**config.mk**
```make
export PLATFORM = sky130hd
export DESIGN_NAME = tsc_timestamp_counter
export DESIGN_NICKNAME = d
export VERILOG_FILES = /design/src/rtl/tsc_pkg.sv /design/src/rtl/tsc_count_bit.sv /design/src/rtl/tsc_skew_counter.sv /design/src/rtl/tsc_deskew_capture.sv /design/src/rtl/tsc_timestamp_counter.sv
export SDC_FILE = /design/constraint.sdc
export NUM_CORES = 1
export LEC_CHECK = 0
export ABC_AREA = 1
export CAP_MARGIN = 30
export CORE_ASPECT_RATIO = 0.8
export CORE_UTILIZATION = 50
export DETAILED_ROUTE_END_ITERATION = 7
export DONT_BUFFER_PORTS = 1
export MAX_ROUTING_LAYER = met4
export PLACE_DENSITY = 0.68
export SLEW_MARGIN = 0
export SYNTH_ARGS = -nofsm -noshare
export SYNTH_HDL_FRONTEND = slang
export SYNTH_HIERARCHICAL = 1
export SYNTH_SLANG_ARGS = --single-unit
```
**constraint.sdc**
```tcl
create_clock -name clk -period 1.3 [get_ports clk]
set_clock_uncertainty 0.15 [all_clocks]
set_input_delay 0.26 -clock clk [delete_from_list [all_inputs] [get_ports clk]]
set_output_delay 0.26 -clock clk [all_outputs]
set_load 0.01 [all_outputs]
```
**src/rtl/tsc_pkg.sv**
```systemverilog
package tsc_pkg;

  // Next state of a count bit given its registered carry-in.
  function automatic logic bit_next(input logic cur, input logic carry_in);
    return cur ^ carry_in;
  endfunction

  // Carry handed to the next higher position.
  function automatic logic carry_next(input logic cur, input logic carry_in);
    return cur & carry_in;
  endfunction

  // Snapshot flag update: set when the top bit lands, clear on a new accept.
  function automatic logic valid_next(input logic cur, input logic top_landing,
                                      input logic accepted);
    if (top_landing) return 1'b1;
    if (accepted)    return 1'b0;
    return cur;
  endfunction

endpackage

```
**src/rtl/tsc_count_bit.sv**
```systemverilog
module tsc_count_bit (
  input  logic clk,
  input  logic rst,
  input  logic carry_in,
  output logic bit_q
);
  always_ff @(posedge clk) begin
    if (rst) bit_q <= 1'b0;
    else     bit_q <= tsc_pkg::bit_next(bit_q, carry_in);
  end
endmodule

```
**src/rtl/tsc_skew_counter.sv**
```systemverilog
module tsc_skew_counter #(
  parameter int unsigned WIDTH = 32
) (
  input  logic             clk,
  input  logic             rst,
  output logic [WIDTH-1:0] skew_bits
);
  // chain[i] is the registered carry into bit i; the bit-0 carry is tied high
  logic [WIDTH-1:0] chain;
  assign chain[0] = 1'b1;

  for (genvar i = 0; i < WIDTH; i++) begin : g_pos
    tsc_count_bit u_bit (
      .clk      (clk),
      .rst      (rst),
      .carry_in (chain[i]),
      .bit_q    (skew_bits[i])
    );
    if (i < WIDTH - 1) begin : g_carry
      always_ff @(posedge clk) begin
        if (rst) chain[i+1] <= 1'b0;
        else     chain[i+1] <= tsc_pkg::carry_next(skew_bits[i], chain[i]);
      end
    end
  end
endmodule

```
**src/rtl/tsc_deskew_capture.sv**
```systemverilog
module tsc_deskew_capture #(
  parameter int unsigned WIDTH = 32
) (
  input  logic             clk,
  input  logic             rst,
  input  logic             capture_req,
  input  logic [WIDTH-1:0] skew_bits,
  output logic [WIDTH-1:0] snap_value,
  output logic             snap_valid,
  output logic             accept,
  output logic             busy,
  output logic [WIDTH-1:1] strobe_line
);
  assign busy   = |strobe_line;
  assign accept = capture_req & ~busy;

  // strobe_line[i] is the accepted strobe delayed by i clocks
  for (genvar i = 1; i < WIDTH; i++) begin : g_dly
    if (i == 1) begin : g_first
      always_ff @(posedge clk) begin
        if (rst) strobe_line[i] <= 1'b0;
        else     strobe_line[i] <= accept;
      end
    end else begin : g_next
      always_ff @(posedge clk) begin
        if (rst) strobe_line[i] <= 1'b0;
        else     strobe_line[i] <= strobe_line[i-1];
      end
    end
  end

  // bit i is sampled when the strobe has aged i clocks, matching its lag
  for (genvar i = 0; i < WIDTH; i++) begin : g_snap
    logic take;
    if (i == 0) begin : g_lsb
      assign take = accept;
    end else begin : g_upper
      assign take = strobe_line[i];
    end
    always_ff @(posedge clk) begin
      if (rst)       snap_value[i] <= 1'b0;
      else if (take) snap_value[i] <= skew_bits[i];
    end
  end

  always_ff @(posedge clk) begin
    if (rst) snap_valid <= 1'b0;
    else     snap_valid <= tsc_pkg::valid_next(snap_valid, strobe_line[WIDTH-1], accept);
  end
endmodule

```
**src/rtl/tsc_timestamp_counter.sv**
```systemverilog
module tsc_timestamp_counter #(
  parameter int unsigned WIDTH = 32
) (
  input  logic             clk,
  input  logic             rst,
  input  logic             capture_req,
  output logic [WIDTH-1:0] snap_value,
  output logic             snap_valid
);
  if (WIDTH < 2) begin : g_bad_width
    $error("tsc_timestamp_counter needs WIDTH of at least 2");
  end

  // named internal events, visible to the bound checker
  logic [WIDTH-1:0] skew_bits;
  logic             accept;
  logic             busy;
  logic [WIDTH-1:1] strobe_line;

  tsc_skew_counter #(.WIDTH(WIDTH)) u_count (
    .clk       (clk),
    .rst       (rst),
    .skew_bits (skew_bits)
  );

  tsc_deskew_capture #(.WIDTH(WIDTH)) u_capture (
    .clk         (clk),
    .rst         (rst),
    .capture_req (capture_req),
    .skew_bits   (skew_bits),
    .snap_value  (snap_value),
    .snap_valid  (snap_valid),
    .accept      (accept),
    .busy        (busy),
    .strobe_line (strobe_line)
  );
endmodule

```
Word-level counts from Yosys, hierarchy flattened

Cells that the tools add are included.
Widths: inputs -> output; s select.

Mux-type cells: 9
Bitwise logic cells: 64
Reduce and logical (&&, ||, !) cells: 2

Operators with widths:

| cell              | count |
|---|---|
| $and 1x1->1       | 31 |
| $reduce_or 31->1  | 1 |
| $xor 1x1->1       | 31 |
| $mux 1            | 9 |
| $not 1->1         | 2 |
| $reduce_bool 2->1 | 1 |

Register bits: 127
Input bits: 3
Output and inout port bits: 33
Word-level logic and storage cells: 202

Longest topological paths before layout

Gate-level depths: netlist of run 1.

Depth after elaboration: 8
Depth in mapped cells: 9
Gate-level depth less buffers: 9

Hierarchy

The synthesis of run 1 kept the hierarchy.

Modules (own cells, without submodules):

| module             | times used | cells each | area an instance (sq um) | seq. area each (sq um) |
|---|---|---|---|---|
| tsc_deskew_capture | 1          | 298        | 2327.2                   | 1281.2 |
| tsc_count_bit      | 32         | 6          | 38.8                     | 20.0 |
| tsc_skew_counter   | 1          | 97         | 890.9                    | 620.6 |

Worst setup path after synthesis of run 1

Ideal clock, no wire load.

Kind: register to register
Start: reg u_capture.strobe_line, in the netlist u_capture/g_snap[31].take
End: reg u_capture.snap_value[0]
Library setup time: 0.113 ns
Arrival: 0.929 ns
Data required time: 1.037 ns
Setup slack: 0.108 ns
Stages on the path, launching flop included: 9
Buffers on the path: 0
Clock period less this slack: 1.192 ns
Cell sequence: dfxtp_1 nor2_1 nand2_1 nor2_1 nand2_1 nor2_2 nand2_2 nor2_1 nor2_1

Longest elaborated chain between the ends: 3

Ends and longest elaborated chain:

| item                              | RTL line                 | source |
|---|---|---|
| from (decl)                       | tsc_deskew_capture.sv:12 | `output logic [WIDTH-1:1] strobe_line` |
| from (signal, indexed assignment) | tsc_deskew_capture.sv:27 | `else strobe_line[i] <= strobe_line[i-1];` |
| $reduce_or 31->1                  | tsc_deskew_capture.sv:14 | `assign busy = \|strobe_line;` |
| $not 1->1                         | tsc_deskew_capture.sv:15 | `assign accept = capture_req & ~busy;` |
| $and 1x1->1                       | tsc_deskew_capture.sv:15 |  |
| to (signal, indexed assignment)   | tsc_deskew_capture.sv:42 | `else if (take) snap_value[i] <= skew_bits[i];` |
| to (decl)                         | tsc_deskew_capture.sv:8  | `output logic [WIDTH-1:0] snap_value,` |

No other way between the ends.
A chain may end at the register's enable or synchronous reset.

Worst setup path after layout of run 1

Start: in rst
End: reg u_capture.strobe_line, in the netlist u_capture/g_snap[4].take

RTL lines:

| item        | RTL line                   | source |
|---|---|---|
| from (decl) | tsc_timestamp_counter.sv:5 | `input logic rst,` |

No word-level cell between the ends.

==> flow_metrics.py, run 1 <==
metrics = {
    "timing": {
        "holdWs_ns": 0.0499,
        "fin_crit_ns": 1.32,
        "drv_slew": 0,
        "hold_viol": 0,
        "post-route-period-util_pct": 102,
        "slew_headroom_pct": 57.6,
        "clock.fmax_ghz": 0.755,
        "rsz0062_at_grt": "true",
        "setup_viol": 1,
        "tightestPinTransition_ns": 0.633,
        "final.setup.worst_slack_ns": -0.0246,
    },
    "critical_path": {
        "crit_arrival_ns": 1.58,
        "cp-start-kind": "input port",
        "critical-path-max-stage-delay_ns": 0.95,
        "required_ns": 1.55,
        "critPathCaptureType": "flop",
        "worstSetupPathType": "input port to flop",
        "path_cells": "dlygate4sd3_1 -> nor2_1 -> dlymetal6s4s_1",
        "slowest_stage": "dlygate4sd3_1",
        "cp_max_fo": 44,
    },
    "synthesis": {
        "synthCells": 554,
        "syn_area_mm2": 0.00422,
        "syn_area_per_cell_um2": 7.62,
        "yosysWarnings": 6,
    },
    "clock_network": {
        "clk_latency_ns": 0.51,
        "root_buffer": "clkbuf_8",
        "cts_tree": "done",
        "cts_buffers": 17,
        "clk_pin_slew_ns": 0.06,
        "cts_sinks": 127,
        "clock_path_buffers": 2,
        "htree_levels": 4,
    },
    "layout": {
        "finalNonFillerCells": 756,
        "nNetsFinal": 638,
        "area_growth_pct": 36.1,
        "drive_above_1_share_pct": 21.0,
        "n_fill_cell": 577,
        "seq_area_mm2": 0.00268,
        "diodes": 0,
        "multi_input_area_mm2": 0.00140,
    },
    "floorplanning": {
        "row_count": 29,
        "die_w_um": 105,
        "dieArea_mm2": 0.00881,
        "die_h_um": 84.2,
        "initial_core_util_pct": 52.4,
        "io_pins": 36,
        "core_area_mm2": 0.00806,
    },
    "place": {
        "place.gp.congestion": 0.729,
        "place_hpwl_um": 4920,
        "place_inst": 664,
        "port_buffers": 0,
    },
    "route": {
        "ant_nets": 0,
        "avgViaCountPerCell": 4.63,
        "drt_iter0_markers": 204,
        "wire_per_inst_um": 12.8,
        "drt_wl_total_um": 9670,
        "dr.pass1.iters": 5,
        "vias": 3497,
        "drcViolationCount": 0,
    },
    "pwr": {
        "leakagePower_uw": 0.00272,
        "total_power_uw": 8800,
        "pwr_density_cell_mw_per_mm2": 1530,
        "peakVddDrop_mv": 1.06,
    },
    "global_routing": {
        "gr-total-overflow": 0,
        "grt_antenna_before_repair": 0,
        "track_usage_pct": 23.5,
        "grt_max_degree": 53,
        "grt_pass1_wl_um": 15300,
        "first_global_vias": 3378,
    },
    "status": {
        "status": "complete, but fails checks",
        "violations": "negative setup slack",
    },
    "hold_path": {
        "holdCritPathClass": "input port to flop",
    },
    "run": {
        "maxCapViolations": 0,
    },
}
-- registers in the layout, indices dropped and copies added (netlist names) --
signal and count:
u_capture/snap_value 32, u_capture/snap_valid 1, u_count/chain 31, u_capture/g_snap.take 31, u_count/g_pos.u_bit/bit_q 32
-- where the power goes --
part           leakage, µW  switching, µW  internal (µW)
registers          0.00107           24.5           3890
logic              0.00136            124            102
clock network     0.000287           1660           3000
-- area by class of cell --
class	count	area share, %
inverters	66	4.31
repair buffers	71	12.2
clock inverters	11	2.42
well taps	108	2.35
clock buffers	21	7.82
multi-input cells	352	24.4
flip-flops and latches	127	46.6
-- metrics by stage --
| stage | setup TNS, ns | setup slack [ns] | util [%] | cell area (µm²) |
|---|---|---|---|---|
| final | -0.0246 | -0.0246 | 71.3 | 5740 |
| after global routing | -0.459 | -0.102 | 71.3 | 5740 |
| after CTS | -0.00293 | -0.00205 | 70.1 | 5650 |
| after detailed placement | 0 | 0.0157 | 54.3 | 4380 |
| after global placement | 0 | 0.0477 | 54.3 | 4380 |
| after floorplan | 0 | 0.159 | - | 4220 |
-- cells in the final DEF (no fill, tap or decap), types with 3 or more instances in the layout --
master and instances:
nor2_1 201, clkbuf_8 3, nand2_2 4, dfxtp_4 15, dlygate4sd3_1 54, inv_1 65, o21ai_0 31, dfxtp_2 61
clkbuf_16 16, nor2_2 8, dfxtp_1 51, buf_4 14, clkinv_2 5, nand2_1 104, bufinv_16 3
-- critical path, delay by kind of cell --
family / cells / cell delay, ns
and+or+nand+nor: 1 / 0.10
buffers and inverters: 2 / 1.22
-- per-layer routing --
layer	vias to the layer above	GRT usage, %	part of all wire [%]
met2	54	37.4	48
met3	16	7.69	5.4
li1	1805	-	-
met4	0	9.86	1.4
met5	-	-	0
met1	1622	27.4	45
-- timing repair --
item,in CTS,in global routing
hold endpoints to repair,101,20
endpoints found under the setup margin,33,68
pin swaps,0,9
resized for setup,37,67
setup buffers,0,3
hold buffers,61,5
gates cloned,0,0
-- final timing paths --
kind,depth (start not counted),slack [ns],start,end
hold / removal,4,0.05,rst,u_capture/snap_value[25]$_SDFFE_PP0P_
setup / recovery,3,-0.02,rst,u_capture/g_snap[4].take$_SDFF_PP0_
hold reg to reg,2,0.30,u_count/chain[2]$_SDFF_PP0_,u_count/chain[3]$_SDFF_PP0_
setup reg to reg,8,0.01,u_capture/g_snap[8].take$_SDFF_PP0_,u_capture/snap_value[0]$_SDFFE_PP0P_
(Power assumes the default switching activity.)
==> inputs of run 2 (changes only) <==
Settings changed: RECOVER_POWER set to 100.
==> flow_metrics.py, run 2 (synthesis results as in run 1) <==
metrics = {
    "route": {
        "ant_nets": 0,
        "drt_wl_total_um": 9660,
        "vias": 3491,
        "drt_iter0_markers": 206,
        "wire_per_inst_um": 12.8,
        "drcViolationCount": 0,
        "avgViaCountPerCell": 4.62,
        "dr.pass1.iters": 5,
    },
    "critical_path": {
        "r2r_end": "u_capture/snap_value[0]$_SDFFE_PP0P_",
        "cp-start-kind": "input port",
        "critical-path-max-stage-delay_ns": 0.95,
        "cp_max_fo": 44,
        "critPathCaptureType": "flop",
        "path_cells": "dlygate4sd3_1 -> nor2_1 -> dlymetal6s4s_1",
        "reg2reg_depth": 8,
        "worstSetupPathType": "input port to flop",
        "required_ns": 1.55,
        "slowest_stage": "dlygate4sd3_1",
        "r2r_start": "u_capture/g_snap[8].take$_SDFF_PP0_",
        "crit_arrival_ns": 1.58,
        "rrSetupSlack_ns": 0.02,
    },
    "timing": {
        "setup_viol": 5,
        "hold_viol": 0,
        "drv_slew": 0,
        "clock.fmax_ghz": 0.753,
        "tightestPinTransition_ns": 0.638,
        "holdWs_ns": 0.0493,
        "slew_headroom_pct": 57.4,
        "post-route-period-util_pct": 102,
        "rsz0062_at_grt": "true",
        "final.setup.worst_slack_ns": -0.0273,
        "fin_crit_ns": 1.33,
    },
    "clock_network": {
        "clk_latency_ns": 0.51,
        "root_buffer": "clkbuf_8",
        "cts_sinks": 127,
        "cts_tree": "done",
        "clk_pin_slew_ns": 0.06,
        "clock_path_buffers": 2,
        "cts_buffers": 17,
        "htree_levels": 4,
    },
    "floorplanning": {
        "die_h_um": 84.2,
        "row_count": 29,
        "initial_core_util_pct": 52.4,
        "io_pins": 36,
        "die_w_um": 105,
        "core_area_mm2": 0.00806,
        "dieArea_mm2": 0.00881,
    },
    "pwr": {
        "power.switching_uw": 1810,
        "pwr_density_cell_mw_per_mm2": 1540,
        "pwr-share-clk_pct": 52.9,
        "peakVddDrop_mv": 1.06,
        "combPwrFrac_pct": 2.6,
        "pwr-share-seq_pct": 44.5,
        "power_switching_share_pct": 20.5,
        "power.internal_uw": 7000,
        "leakagePower_uw": 0.00272,
    },
    "place": {
        "dpl_cell_area_mm2": 0.00438,
        "port_buffers": 0,
        "place_hpwl_um": 4920,
        "dpl_worst_slack_ns": 0.0157,
        "place.gp.congestion": 0.729,
        "place_inst": 664,
    },
    "status": {
        "status": "complete, but fails checks",
        "violations": "negative setup slack",
    },
    "layout": {
        "drive_above_1_share_pct": 20.1,
        "reg_top3": "u_capture/snap_value: 32 flops, u_count/g_pos.u_bit/bit_q: 32 flops",
        "area_growth_pct": 35.8,
        "n_fill_cell": 585,
        "nNetsFinal": 638,
        "final_common_cell": "nor2_1",
        "finalNonFillerCells": 756,
        "diodes": 0,
        "finalInstanceArea_mm2": 0.00573,
        "layout_common_cells": "nor2_1 (201), nand2_1 (104), inv_1 (65), dfxtp_2 (58), dfxtp_1 (57)",
    },
    "global_routing": {
        "first_global_vias": 3378,
        "grt_pass1_wl_um": 15300,
        "grt_antenna_before_repair": 0,
        "grt_max_degree": 53,
        "gr-total-overflow": 0,
        "track_usage_pct": 23.5,
    },
    "hold_path": {
        "worstHoldEndpoint": "u_capture/snap_value[25]$_SDFFE_PP0P_",
        "hp-start": "rst",
        "holdPathStages": 4,
        "holdCritPathClass": "input port to flop",
    },
    "run": {
        "maxCapViolations": 0,
    },
}
## run 2: power groups by stage
stage / clock (µW) / combinational (µW) / sequential, µW
after floorplan: 0 / 127 / 4020
after global placement: 0 / 113 / 4020
after detailed placement: 0 / 119 / 4020
after CTS: 4700 / 199 / 3930
after global routing: 4920 / 251 / 3920
final: 4660 / 225 / 3920
## run 2: metal layers
metal	global-route usage [%]	wire length, µm	part of all wire [%]
met1	27.4	4330	45
met2	37.4	4620	48
met3	7.69	574	5.9
met4	9.86	138	1.4
met5	-	0	0
## run 2: final cells by class
| type | count | area (µm²) | area share, % |
|---|---|---|---|
| repair buffers | 71 | 698 | 12.2 |
| inverters | 66 | 248 | 4.33 |
| multi-input cells | 352 | 1400 | 24.4 |
| clock inverters | 11 | 139 | 2.42 |
| clock buffers | 21 | 449 | 7.84 |
| well taps | 108 | 135 | 2.36 |
| flip-flops and latches | 127 | 2660 | 46.4 |
## run 2: how the worst max path moves through the flow
stage,startpoint,end,slack (ns),cells after the start
CTS,u_capture/snap_value[14]$_SDFFE_PP0P_,snap_value[14],-0.002,0
global route,u_capture/g_snap[8].take$_SDFF_PP0_,u_capture/snap_value[0]$_SDFFE_PP0P_,-0.10,9
global placement,u_capture/g_snap[31].take$_SDFF_PP0_,u_capture/snap_value[0]$_SDFFE_PP0P_,0.05,8
finish,rst,u_capture/g_snap[4].take$_SDFF_PP0_,-0.03,3
floorplan,u_capture/g_snap[31].take$_SDFF_PP0_,u_capture/snap_value[0]$_SDFFE_PP0P_,0.16,8
detailed placement,u_capture/g_snap[11].take$_SDFF_PP0_,u_capture/snap_value[0]$_SDFFE_PP0P_,0.02,8
## run 2: critical path, delay by kind of cell
| family | cells | cell delay [ns] |
|---|---|---|
| buffers and inverters | 2 | 1.22 |
| AND/OR/NAND/NOR | 1 | 0.10 |
## run 2: what timing repair did
item / 4_1_cts / 5_1_grt
cloned: 0 / 0
endpoints found under the setup margin: 33 / 68
hold buffers: 61 / 5
hold endpoints to repair: 101 / 20
gates resized for setup: 37 / 67
pin swaps: 0 / 9
setup buffers: 0 / 3
## run 2: stage by stage
step / power [µW] / setup TNS (ns) / utilization, %
global placement: 4140 / 0 / 54.3
detailed placement: 4140 / 0 / 54.3
floorplan: 4140 / 0 / -
finish: 8810 / -0.102 / 71.1
global route: 9100 / -0.680 / 71.1
CTS: 8830 / -0.00293 / 70.1
==> inputs of run 3 (changes only) <==
Settings changed: CORE_ASPECT_RATIO 0.8 to unset.
==> flow_metrics.py, run 3 (synthesis results as in run 1) <==
metrics = {
    "layout": {
        "diodes": 0,
        "area_growth_pct": 36.3,
        "finalInstanceArea_mm2": 0.00575,
        "final_util_pct": 70.4,
        "reg_top3": "u_capture/snap_value: 32 flops, u_count/g_pos.u_bit/bit_q: 32 flops",
        "finalNonFillerCells": 758,
        "final_common_cell": "nor2_1",
        "nNetsFinal": 643,
        "layout_common_cells": "nor2_1 (204), nand2_1 (106), dfxtp_2 (70), inv_1 (66), dlygate4sd3_1 (63)",
        "drive_above_1_share_pct": 20.1,
    },
    "critical_path": {
        "critical-path-max-stage-delay_ns": 0.32,
        "cp-start-kind": "flop",
        "slowest_stage": "dfxtp_2",
        "required_ns": 1.54,
        "cp_max_fo": 4,
        "worstSetupPathType": "flop to flop",
        "critPathCaptureType": "flop",
        "path_cells": "nor2_1 -> nand2_1 -> nor2_1 -> nand2_1 -> nor2_2 -> nand2_2 -> nand2_1 -> a21oi_1",
        "cpMostUsedCell": "nand2_1",
        "crit_arrival_ns": 1.54,
        "reg2reg_depth": 8,
    },
    "floorplanning": {
        "die_w_um": 93.9,
        "core_area_mm2": 0.00818,
        "io_pins": 36,
        "initial_core_util_pct": 51.6,
        "die_h_um": 93.9,
        "row_count": 33,
        "dieArea_mm2": 0.00881,
    },
    "route": {
        "avgViaCountPerCell": 4.61,
        "wire_per_inst_um": 12.3,
        "drcViolationCount": 0,
        "vias": 3493,
        "drt_wl_total_um": 9290,
        "drt_iter0_markers": 125,
        "ant_nets": 0,
        "dr.pass1.iters": 5,
    },
    "place": {
        "place_hpwl_um": 4780,
        "place.gp.congestion": 0.754,
        "dpl_cell_area_mm2": 0.00437,
        "port_buffers": 0,
        "place_inst": 661,
    },
    "timing": {
        "clock.fmax_ghz": 0.771,
        "setup_viol": 0,
        "post-route-period-util_pct": 99.8,
        "drv_slew": 0,
        "hold_viol": 27,
        "fin_crit_ns": 1.30,
        "rsz0062_at_grt": "true",
        "holdWs_ns": -0.340,
    },
    "hold_path": {
        "holdCritPathClass": "input port to flop",
        "holdPathStages": 1,
    },
    "global_routing": {
        "track_usage_pct": 23.3,
        "first_global_vias": 3529,
        "grt_max_degree": 53,
        "grt_antenna_before_repair": 0,
        "gr-total-overflow": 0,
        "grt_pass1_wl_um": 15100,
    },
    "clock_network": {
        "clk_latency_ns": 0.51,
        "cts_sinks": 127,
        "cts_buffers": 17,
        "clock_path_buffers": 2,
        "cts_tree": "done",
        "clk_pin_slew_ns": 0.06,
        "cts_hold_buf": 76,
        "root_buffer": "clkbuf_8",
        "htree_levels": 4,
    },
    "pwr": {
        "peakVddDrop_mv": 0.950,
        "leakagePower_uw": 0.00270,
        "pwr_density_cell_mw_per_mm2": 1520,
    },
    "status": {
        "violations": "negative hold slack",
        "status": "complete, but fails checks",
    },
    "run": {
        "maxCapViolations": 0,
    },
}
run 3: cell types whose count changed in the layout (fill, tap and decap cells not counted), sizes merged:
cell,delta
buf,-3
clkinvlp,+2
dlygate4sd3,+9
dlymetal6s4s,-1
clkinv,-2
run 3: metrics by stage:
| step | worst slack [ns] | TNS (ns) | total power, µW |
|---|---|---|---|
| floorplan | 0.159 | 0 | 4140 |
| global placement | 0.0589 | 0 | 4130 |
| detailed placement | 0.0470 | 0 | 4140 |
| CTS | -0.0134 | -0.0834 | 8790 |
| global route | -0.0974 | -0.515 | 9000 |
| finish | 0.00239 | 0 | 8730 |
run 3: worst paths after layout:
path	start	to	slack, ns
max reg2reg	u_capture/g_snap[13].take$_SDFF_PP0_	u_capture/snap_valid$_SDFFE_PP0P_	0.002
min reg2reg	u_count/chain[6]$_SDFF_PP0_	u_count/chain[7]$_SDFF_PP0_	0.29
min	rst	u_capture/g_snap[4].take$_SDFF_PP0_	-0.34
max	u_capture/g_snap[13].take$_SDFF_PP0_	u_capture/snap_valid$_SDFFE_PP0P_	0.002
run 3: layout make-up:
cell class / count / area (µm²)
multi-input combinational: 352 / 1380
clock buffer: 21 / 439
timing repair buffer: 76 / 741
tap: 105 / 131
inverter: 66 / 248
clock inverter: 11 / 140
sequential: 127 / 2670
fill: 588 / 2420
run 3: what timing repair did:
action                                  CTS  global route
hold endpoints to repair                127            27
resized for setup                        39            63
setup buffers                             0             1
pin swaps                                 0             8
endpoints found under the setup margin   33            72
run 3: routing by layer:
metal,up-vias,wire length (µm),global-route usage [%]
li1,1813,-,-
met2,57,4820,41.7
met5,-,0,-
met1,1609,3890,22.9
met4,0,149,9.74
met3,14,431,8.17
run 3: power breakdown:
group / switching [µW] / total, µW / internal [µW]
Clock: 1640 / 4590 / 2950
Combinational: 110 / 220 / 110
Sequential: 21.9 / 3920 / 3900
Total: 1770 / 8730 / 6960
run 3: worst max-delay path, delay by kind of cell (launching register included):
| kind | cells | cell delay, ns |
|---|---|---|
| AOI/OAI and AO/OA | 1 | 0.05 |
| DFF | 1 | 0.32 |
| and+or+nand+nor | 7 | 0.65 |
